[config.mk]
export PLATFORM = sky130hd
export DESIGN_NAME = tlb_xlate
export DESIGN_NICKNAME = d
export VERILOG_FILES = /design/src/rtl/tlb_pkg.sv /design/src/rtl/tlb_match.sv /design/src/rtl/tlb_fifo_ptr.sv /design/src/rtl/tlb_entry_array.sv /design/src/rtl/tlb_xlate.sv
export SDC_FILE = /design/constraint.sdc
export NUM_CORES = 2
export LEC_CHECK = 0
export ABC_AREA = 0
export BUFFER_PORTS_ARGS = -buffer_cell sky130_fd_sc_hd__buf_2
export CORE_MARGIN = 2
export CORE_UTILIZATION = 30
export CTS_CLUSTER_DIAMETER = 150
export DETAILED_ROUTE_END_ITERATION = 16
export GPL_TIMING_DRIVEN = 1
export PLACE_DENSITY = 0.41
export RECOVER_POWER = 50
export SETUP_SLACK_MARGIN = 0.2
export SLEW_MARGIN = 10
export SYNTH_ARGS = -nofsm -noshare
export SYNTH_HDL_FRONTEND = slang
export SYNTH_SLANG_ARGS = --single-unit
export TNS_END_PERCENT = 1
[constraint.sdc]
create_clock -name clk -period 9 [get_ports clk]
set_input_delay 0.45 -clock clk [delete_from_list [all_inputs] [get_ports clk]]
set_output_delay 0.45 -clock clk [all_outputs]
set_load 0.03 [all_outputs]
[src/rtl/tlb_pkg.sv]
package tlb_pkg;

  // Per-entry access flags
  typedef struct packed {
    logic rd;
    logic wr;
    logic usr;
    logic dirty;
  } perm_t;

  // Access is allowed when the type flag matches and user mode is granted
  function automatic logic perm_ok(perm_t p, logic is_write, logic is_user);
    logic type_ok;
    type_ok = is_write ? p.wr : p.rd;
    return type_ok && (!is_user || p.usr);
  endfunction

endpackage

[src/rtl/tlb_match.sv]
// Parallel tag compare with lowest-index priority select.
module tlb_match #(
  parameter int ENTRIES = 32,
  parameter int VPN_W   = 20,
  localparam int IDX_W  = $clog2(ENTRIES)
) (
  input  logic             valid_i [ENTRIES],
  input  logic [VPN_W-1:0] tags_i  [ENTRIES],
  input  logic [VPN_W-1:0] key_i,
  output logic             any_o,
  output logic [IDX_W-1:0] idx_o
);

  logic [ENTRIES-1:0] eq_vec;

  for (genvar g = 0; g < ENTRIES; g++) begin : g_cmp
    assign eq_vec[g] = valid_i[g] && (tags_i[g] == key_i);
  end

  always_comb begin
    idx_o = '0;
    for (int i = ENTRIES - 1; i >= 0; i--) begin
      if (eq_vec[i]) idx_o = IDX_W'(i);
    end
  end

  assign any_o = |eq_vec;

endmodule

[src/rtl/tlb_fifo_ptr.sv]
// Round-robin victim pointer with wrap at ENTRIES-1.
module tlb_fifo_ptr #(
  parameter int ENTRIES = 32,
  localparam int IDX_W  = $clog2(ENTRIES)
) (
  input  logic             clk,
  input  logic             rst_n,
  input  logic             clr_i,
  input  logic             adv_i,
  output logic [IDX_W-1:0] ptr_o
);

  localparam logic [IDX_W-1:0] LAST = IDX_W'(ENTRIES - 1);

  always_ff @(posedge clk or negedge rst_n) begin
    if (!rst_n) begin
      ptr_o <= '0;
    end else if (clr_i) begin
      ptr_o <= '0;
    end else if (adv_i) begin
      ptr_o <= (ptr_o == LAST) ? '0 : ptr_o + 1'b1;
    end
  end

endmodule

[src/rtl/tlb_entry_array.sv]
// Entry storage: flush clears valid, refill writes one slot, a write hit sets dirty.
module tlb_entry_array #(
  parameter int ENTRIES = 32,
  parameter int VPN_W   = 20,
  parameter int PPN_W   = 20,
  localparam int IDX_W  = $clog2(ENTRIES)
) (
  input  logic                 clk,
  input  logic                 rst_n,
  input  logic                 flush_i,
  input  logic                 fill_en_i,
  input  logic [IDX_W-1:0]     fill_idx_i,
  input  logic [VPN_W-1:0]     fill_vpn_i,
  input  logic [PPN_W-1:0]     fill_ppn_i,
  input  tlb_pkg::perm_t       fill_perm_i,
  input  logic                 dset_en_i,
  input  logic [IDX_W-1:0]     dset_idx_i,
  output logic                 valid_o [ENTRIES],
  output logic [VPN_W-1:0]     vpn_o   [ENTRIES],
  output logic [PPN_W-1:0]     ppn_o   [ENTRIES],
  output tlb_pkg::perm_t       perm_o  [ENTRIES]
);

  for (genvar g = 0; g < ENTRIES; g++) begin : g_ent
    logic           v_q;
    logic [VPN_W-1:0] vpn_q;
    logic [PPN_W-1:0] ppn_q;
    tlb_pkg::perm_t perm_q;
    logic           fill_here;
    logic           dset_here;

    assign fill_here = fill_en_i && (fill_idx_i == IDX_W'(g));
    assign dset_here = dset_en_i && (dset_idx_i == IDX_W'(g));

    always_ff @(posedge clk or negedge rst_n) begin
      if (!rst_n) begin
        v_q    <= 1'b0;
        vpn_q  <= '0;
        ppn_q  <= '0;
        perm_q <= '0;
      end else if (flush_i) begin
        v_q <= 1'b0;
      end else if (fill_here) begin
        // refill wins over a same-cycle dirty update
        v_q    <= 1'b1;
        vpn_q  <= fill_vpn_i;
        ppn_q  <= fill_ppn_i;
        perm_q <= fill_perm_i;
      end else if (dset_here) begin
        perm_q.dirty <= 1'b1;
      end
    end

    assign valid_o[g] = v_q;
    assign vpn_o[g]   = vpn_q;
    assign ppn_o[g]   = ppn_q;
    assign perm_o[g]  = perm_q;
  end

endmodule

[src/rtl/tlb_xlate.sv]
module tlb_xlate #(
  parameter int ENTRIES = 32,
  parameter int VA_W    = 32,
  parameter int PA_W    = 32,
  parameter int OFS_W   = 12,
  localparam int VPN_W  = VA_W - OFS_W,
  localparam int PPN_W  = PA_W - OFS_W,
  localparam int IDX_W  = $clog2(ENTRIES)
) (
  input  logic             clk,
  input  logic             rst_n,
  input  logic             flush_i,
  input  logic             lkp_valid_i,
  output logic             lkp_ready_o,
  input  logic [VA_W-1:0]  lkp_vaddr_i,
  input  logic             lkp_write_i,
  input  logic             lkp_user_i,
  output logic             lkp_hit_o,
  output logic             lkp_miss_o,
  output logic             lkp_fault_o,
  output logic [PA_W-1:0]  lkp_paddr_o,
  output logic             lkp_dirty_o,
  input  logic             fill_valid_i,
  output logic             fill_ready_o,
  input  logic [VPN_W-1:0] fill_vpn_i,
  input  logic [PPN_W-1:0] fill_ppn_i,
  input  logic             fill_rd_i,
  input  logic             fill_wr_i,
  input  logic             fill_usr_i,
  input  logic             fill_dirty_i
);

  logic             ent_valid [ENTRIES];
  logic [VPN_W-1:0] ent_vpn   [ENTRIES];
  logic [PPN_W-1:0] ent_ppn   [ENTRIES];
  tlb_pkg::perm_t   ent_perm  [ENTRIES];

  logic             lkp_any;
  logic [IDX_W-1:0] lkp_idx;
  logic             fill_any;
  logic [IDX_W-1:0] fill_hit_idx;
  logic [IDX_W-1:0] victim_ptr;

  logic             lkp_accept;
  logic             access_ok;
  tlb_pkg::perm_t   sel_perm;
  logic             fill_en;
  logic [IDX_W-1:0] fill_idx;
  logic             dset_en;
  tlb_pkg::perm_t   fill_perm;

  // Handshake: flush blocks both request paths for one cycle
  assign lkp_ready_o  = !flush_i;
  assign fill_ready_o = !flush_i;
  assign lkp_accept   = lkp_valid_i && lkp_ready_o;
  assign fill_en      = fill_valid_i && fill_ready_o;

  tlb_match #(.ENTRIES(ENTRIES), .VPN_W(VPN_W)) u_lkp_match (
    .valid_i (ent_valid),
    .tags_i  (ent_vpn),
    .key_i   (lkp_vaddr_i[VA_W-1:OFS_W]),
    .any_o   (lkp_any),
    .idx_o   (lkp_idx)
  );

  tlb_match #(.ENTRIES(ENTRIES), .VPN_W(VPN_W)) u_fill_match (
    .valid_i (ent_valid),
    .tags_i  (ent_vpn),
    .key_i   (fill_vpn_i),
    .any_o   (fill_any),
    .idx_o   (fill_hit_idx)
  );

  // Verdict for the lookup
  assign sel_perm  = ent_perm[lkp_idx];
  assign access_ok = tlb_pkg::perm_ok(sel_perm, lkp_write_i, lkp_user_i);

  assign lkp_hit_o   = lkp_accept && lkp_any && access_ok;
  assign lkp_fault_o = lkp_accept && lkp_any && !access_ok;
  assign lkp_miss_o  = lkp_accept && !lkp_any;
  assign lkp_paddr_o = lkp_hit_o ? {ent_ppn[lkp_idx], lkp_vaddr_i[OFS_W-1:0]} : '0;
  assign lkp_dirty_o = lkp_hit_o && sel_perm.dirty;

  // First write to a clean page marks it dirty
  assign dset_en = lkp_hit_o && lkp_write_i && !sel_perm.dirty;

  // Refill target: existing tag in place, else FIFO victim
  assign fill_idx = fill_any ? fill_hit_idx : victim_ptr;
  always_comb begin
    fill_perm.rd    = fill_rd_i;
    fill_perm.wr    = fill_wr_i;
    fill_perm.usr   = fill_usr_i;
    fill_perm.dirty = fill_dirty_i;
  end

  tlb_fifo_ptr #(.ENTRIES(ENTRIES)) u_victim (
    .clk   (clk),
    .rst_n (rst_n),
    .clr_i (flush_i),
    .adv_i (fill_en && !fill_any),
    .ptr_o (victim_ptr)
  );

  tlb_entry_array #(.ENTRIES(ENTRIES), .VPN_W(VPN_W), .PPN_W(PPN_W)) u_store (
    .clk         (clk),
    .rst_n       (rst_n),
    .flush_i     (flush_i),
    .fill_en_i   (fill_en),
    .fill_idx_i  (fill_idx),
    .fill_vpn_i  (fill_vpn_i),
    .fill_ppn_i  (fill_ppn_i),
    .fill_perm_i (fill_perm),
    .dset_en_i   (dset_en),
    .dset_idx_i  (lkp_idx),
    .valid_o     (ent_valid),
    .vpn_o       (ent_vpn),
    .ppn_o       (ent_ppn),
    .perm_o      (ent_perm)
  );

endmodule

# After elaboration in Yosys (flattened, before gate mapping)
# Cells that the tools add are included.
dict set report totals {
  wordCells 839
  out_inout_bits 38
  ff_bits 1445
}
dict set report classes {
  n_mux 204
  n_eq_ne 127
  addsub 1
  n_bitwise 2
  reduce_logical 279
  n_lt_le_gt_ge 1
}
# operator n
set op_table {}
lappend op_table {{$eq 20x20->1} 64}
lappend op_table {{$mux 5} 68}
lappend op_table {{$eq 5x5->1 const B} 33}
lappend op_table {{$logic_and 1x1->1} 139}
lappend op_table {{$reduce_bool 2->1} 65}
lappend op_table {{$mux 1} 129}
lappend op_table {{$reduce_and 2->1} 64}
lappend op_table {{$bmux 20 s5} 1}
lappend op_table {{$eq 5x4->1 const B} 16}
lappend op_table {{$reduce_or 32->1} 2}
lappend op_table {{$eq 5x3->1 const B} 8}
lappend op_table {{$mux 20} 2}
lappend op_table {{$mux 32} 1}
lappend op_table {{$bmux 4 s5} 1}
lappend op_table {{$eq 5x2->1 const B} 4}
lappend op_table {{$eq 5x1->1 const B} 2}
lappend op_table {{$logic_not 5->1} 2}
lappend op_table {{$mux 4} 2}
lappend op_table {{$ge 6x6->1 const B} 1}
lappend op_table {{$logic_not 1->1} 6}
lappend op_table {{$not 5->6} 1}
lappend op_table {{$add 5x1->5 const B} 1}
lappend op_table {{$logic_or 1x1->1} 1}
lappend op_table {{$not 1->1} 1}

# Longest topological paths before layout
dict set report logic_depth {
  ltp_word 46
  mapped_depth 23
  ltp_nobuf 15
}

# Modules after synthesis
# From an unflattened synthesis, not the netlist that was laid out.
dict set report unflattened {
  hier_cells 5823
  area_unflattened_um2 77140.2
}
# module seq_area_each_um2 instances area_each_um2 cells_per_inst
set by_module_without_submodules {}
lappend by_module_without_submodules {tlb_entry_array 36034.6 1 54576.1 3349}
lappend by_module_without_submodules {tlb_match 0.0 2 7920.1 1014}
lappend by_module_without_submodules {tlb_xlate 0.0 1 6429.9 420}
lappend by_module_without_submodules {tlb_fifo_ptr 125.1 1 294.0 26}

# Least setup slack after synthesis
# No wires, ideal clock.
dict set report synth_path {
  path_kind {input port to output port}
  startpoint {in lkp_vaddr_i[26]}
  endpoint {out lkp_paddr_o[18]}
  path_buffers 7
  stages 18
  required_ps 8550
  arrival_ps 5698
  path_slack_ps 2852
  cell_sequence {buf_2 > buf_6 > xnor2_1 > nand4_1 > or4_1 > or2_2 > a211o_1 > a31oi_1 > o211ai_1 > a211oi_2 > or2_0 > clkbuf_1 > buf_4 > buf_2 > buf_1 > clkbuf_1 > a21oi_1 > a2111oi_0}
}
dict set report synth_between {
  elab_chain_cells 42
  word_cells_on_any_way 110
}
# element line
set synth_lines {}
lappend synth_lines {{start: declaration} tlb_xlate.sv:15} ;# input logic [VA_W-1:0] lkp_vaddr_i,
lappend synth_lines {{$eq 20x20->1} tlb_match.sv:17} ;# assign eq_vec[g] = valid_i[g] && (tags_i[g] == key_i);
lappend synth_lines {{$logic_and 1x1->1} tlb_match.sv:17}
lappend synth_lines {{$mux 5 (32 in series)} tlb_match.sv:23} ;# if (eq_vec[i]) idx_o = IDX_W'(i);
lappend synth_lines {{$not 5->6 (implied by the code)} {tlb_xlate.sv:75, tlb_xlate.sv:81}}
lappend synth_lines {{$bmux 4 s5} tlb_xlate.sv:75} ;# assign sel_perm = ent_perm[lkp_idx];
lappend synth_lines {{$mux 4 (implied by the code) (2 in series)} tlb_xlate.sv:75}
lappend synth_lines {{$mux 1 / $logic_or 1x1->1 (equally long branches)} {tlb_pkg.sv:14, tlb_pkg.sv:15}}
lappend synth_lines {{$logic_and 1x1->1} tlb_pkg.sv:15} ;# return type_ok && (!is_user || p.usr);
lappend synth_lines {{$logic_and 1x1->1} tlb_xlate.sv:78} ;# assign lkp_hit_o = lkp_accept && lkp_any && access_ok;
lappend synth_lines {{$mux 32 (*)} tlb_xlate.sv:81} ;# assign lkp_paddr_o = lkp_hit_o ? {ent_ppn[lkp_idx], lkp_vaddr_i[OFS_W-1:0]} : '0;
lappend synth_lines {{end: declaration} tlb_xlate.sv:21} ;# output logic [PA_W-1:0] lkp_paddr_o,
# Mark *: on every way between the ends. The rest lies on a longest branch, timed or not. The select of a mux whose other input is x is not followed.

# Worst setup path in the final report
dict set report layout_path {
  startpoint {in fill_vpn_i[5]}
  endpoint {reg u_store.g_ent[26].vpn_q[7]}
}
dict set report layout_between {
  elab_chain_cells 38
  word_cells_on_any_way 101
}
# element line
set layout_lines {}
lappend layout_lines {{start: declaration} tlb_xlate.sv:25} ;# input logic [VPN_W-1:0] fill_vpn_i,
lappend layout_lines {{$eq 20x20->1} tlb_match.sv:17}
lappend layout_lines {{$logic_and 1x1->1} tlb_match.sv:17}
lappend layout_lines {{$mux 5 (32 in series)} tlb_match.sv:23}
lappend layout_lines {{$mux 5 (*)} tlb_xlate.sv:88} ;# assign fill_idx = fill_any ? fill_hit_idx : victim_ptr;
lappend layout_lines {{$eq 5x5->1 (*)} tlb_entry_array.sv:32} ;# assign fill_here = fill_en_i && (fill_idx_i == IDX_W'(g));
lappend layout_lines {{$logic_and 1x1->1 (*)} tlb_entry_array.sv:32}
lappend layout_lines {{$reduce_and 2->1 (no line) (*)} n/a}
lappend layout_lines {{end signal: assignment} tlb_entry_array.sv:46} ;# vpn_q <= fill_vpn_i;
lappend layout_lines {{end: declaration} tlb_entry_array.sv:26} ;# logic [VPN_W-1:0] vpn_q;
# Mark *: on every way between the ends. The rest lies on a longest branch, timed or not.
# A chain may end at the register's enable or synchronous reset.

==> results.json <==
{
  "ys_seq_elements": 1445,
  "ioPinCount": 121,
  "cap_violations": 11,
  "max_freq_mhz": 125,
  "rr_worst_depth": 16,
  "die_height_um": 526,
  "cts.sink_count": 1445,
  "routed_wl_um": 329000,
  "placed_cell_area_um2": 86300,
  "post_cts_buffers": 0,
  "postLayoutCoreUtil_pct": 33.8,
  "cts_tree": "built",
  "post_cts_resize_count": 0,
  "routed-via-count": 59170,
  "crit_type": "in2reg",
  "synth_edf_count": 0,
  "fillers": 27191,
  "ys.warnings.count": 0,
  "grt_pass1_wl_um": 466000,
  "drt_pass1_iterations": 5,
  "report.final.setup_viol": 0,
  "die_w_um": 526,
  "synthCells": 7163,
  "rsz0062_at_grt": "no",
  "run_status": "complete, but fails checks",
  "io_buffers": 120,
  "dieArea_um2": 277000,
  "clock-root-buffer": "clkbuf_16",
  "end_kind": "flop",
  "yosys.area.top_type": "dfrtp_1",
  "antenna_left": 0,
  "critPathArrivalTime_ns": 8.69,
  "tightest_slew_ns": 6.68,
  "gr-total-overflow": 0,
  "ctsLongestPathBuffers": 4,
  "violations": "max-capacitance violations, max-slew violations",
  "synth_top_area_share_pct": 44.2,
  "cts_max_level": 4,
  "hold_buffers": 3,
  "path_clk_slew_ns": 0.06,
  "min_path_cells": 2,
  "fin_area_um2": 91700,
  "timing.final.crit_share_pct": 88.7,
  "synth_most_common_cell": "dfrtp_1",
  "p_per_area_nw_per_um2": 171,
  "ys_seq_area_share_pct": 44.2,
  "finalNonFillerCells": 10765,
  "slew_viol_final": 560,
  "ir_drop_v": 0.000136,
  "ys_async_sr_fraction_pct": 100,
  "reg2reg_from": "u_store.g_ent[31].vpn_q[12]",
  "hp-class": "in2reg",
  "wl_per_cell_um": 30.5,
  "syn_avg_cell_area_um2": 11.4,
  "grt_pass1_vias": 60757,
  "cp-start-kind": "input pin",
  "hpwlAfterDp_um": 204000,
  "placed_cells": 10463,
  "core_um2": 271000,
  "final.setup.tns_ns": 0,
  "syn-cell-area_um2": 81700,
  "cp.required_ns": 9.71,
  "numCtsBuffers": 179,
  "p_leak_nw": 39.9,
  "vias_per_cell": 5.50,
  "holdPathEnd": "u_store.g_ent[28].vpn_q[10]",
  "critPathMaxFanout": 31,
  "syn_nets": 7248,
  "start_util_pct": 30.2,
  "gp_congestion": 0.917,
  "r2r_slack_ns": 2.15,
  "ys_types": 86,
  "max-slew-margin-rel_pct": -345,
  "hold_start": "fill_vpn_i[10]",
  "grt_usage_pct": 23.2,
  "syn2layout_area_growth_pct": 12.2,
  "hold_viol": 0,
  "clk_latency_ns": 0.88,
  "first_iter_violations": 4346,
  "fin_nets": 7162,
  "synth_common_cells": "dfrtp_1, mux2_2, xnor2_1",
  "finalClockSkew_ns": 0.0842,
  "drc_errors": 0,
  "grt_max_degree": 150,
  "rr_endpoint": "u_store.perm_o[28]",
  "synth_area_leaders": "dfrtp_1, mux2_2, xnor2_1, xor2_1, mux2i_1",
  "antenna_found_initial": 17,
  "fin_crit_ns": 7.98,
  "rows": 191,
  "ys.flop_type": "dfrtp_1",
  "p_total_mw": 15.7,
  "drive_gt1_share_pct": 29.1
}
sequential cells by signal (all words and copies together), names as in the netlist:
name / cells
u_store.perm_o: 128
u_store.g_ent.v_q: 32
u_store.g_ent.vpn_q: 640
u_store.g_ent.ppn_q: 640
u_victim.ptr_o: 5
kinds of logic (layout without fill, tap and decap cells):
group | after synthesis | after routing | share of synthesized area (%)
simple gates | 1608 | 1608 | 11.2
xor+xnor | 1283 | 1283 | 13.7
mux | 1708 | 1708 | 23.1
other cells | 0 | 3 | 0
flops | 1445 | 1445 | 44.2
compound gates | 503 | 503 | 4.33
buf+inv | 614 | 643 | 3.38
fa+ha+maj | 2 | 2 | 0.0306
metal layers:
metal,GRT usage [%],wire length [um]
met1,31.9,151000
met2,38.0,153000
met3,2.82,15000
met4,6.87,10300
met5,0,60
per-stage QoR:
step | setup WS (ns) | hold slack (ns)
after floorplan | 2.85 | 0.154
after global placement | 0.876 | 0.473
after detailed placement | 1.29 | 0.482
after CTS | 1.15 | 0.0181
after global routing | 0.494 | 0.0513
final | 1.02 | 0.0867
worst max-delay path: stages:
cell and delay [ns]:
buf_4 0.28, clkbuf_1 1.44, clkbuf_1 1.14, xnor2_1 0.23
or4b_2 0.61, nor4_1 0.29, nand4_1 0.45, nand4_1 0.33
nor2_1 0.21, o31ai_1 0.33, nand2_1 0.20, or2_2 0.34
nor2_1 0.67, and2_4 0.85, buf_4 0.36, mux2_2 0.35
worst max path at each step:
| stage | startpoint | to | slack, ns |
|---|---|---|---|
| after floorplan | lkp_vaddr_i[26] | lkp_paddr_o[18] | 2.85 |
| after global placement | lkp_vaddr_i[31] | lkp_paddr_o[12] | 0.88 |
| after detailed placement | lkp_vaddr_i[12] | lkp_paddr_o[13] | 1.29 |
| after CTS | u_store.g_ent[30].vpn_q[2] | lkp_paddr_o[13] | 1.15 |
| after global routing | rst_n | u_store.g_ent[30].ppn_q[7] | 0.49 |
| final | fill_vpn_i[5] | u_store.g_ent[26].vpn_q[7] | 1.02 |
cell type report:
cell class	instances	area [um2]	share of cell area [%]
Inverter	42	158	0.172
Clock inverter	38	404	0.441
Clock buffer	258	5080	5.54
Tap cell	3570	4470	4.87
Multi-Input combinational cell	5104	43100	46.9
Timing Repair Buffer	305	2390	2.61
Sequential cell	1445	36200	39.4
Antenna cell	3	7.51	0.00818
layout by cell type, fill, tap and decap left out, drive strengths merged, types with 14 or more instances in the layout:
cell type,count
nand2,342
a2111oi,37
o22ai,16
mux2i,290
clkinv,26
dfrtp,1445
xor2,346
a211oi,83
a21oi,154
buf,286
o21ai,54
and3,14
nand4,396
and4,19
o211ai,15
nor2,107
or3b,25
a21o,29
clkbuf,274
nor2b,62
nor3,50
and2,29
xnor2,937
o31a,20
nand3,139
a31oi,15
nand4b,32
or4,17
mux2,1417
nor3b,43
inv,45
a41oi,15
nor4,213
nor4b,15
or2,35
nand2b,22
where the power goes:
group          switching (mW)  internal, mW
logic                    1.09         0.625
registers               0.199          6.71
clock network            2.95          4.11
total                    4.24          11.4
(Power assumes the default switching activity.)
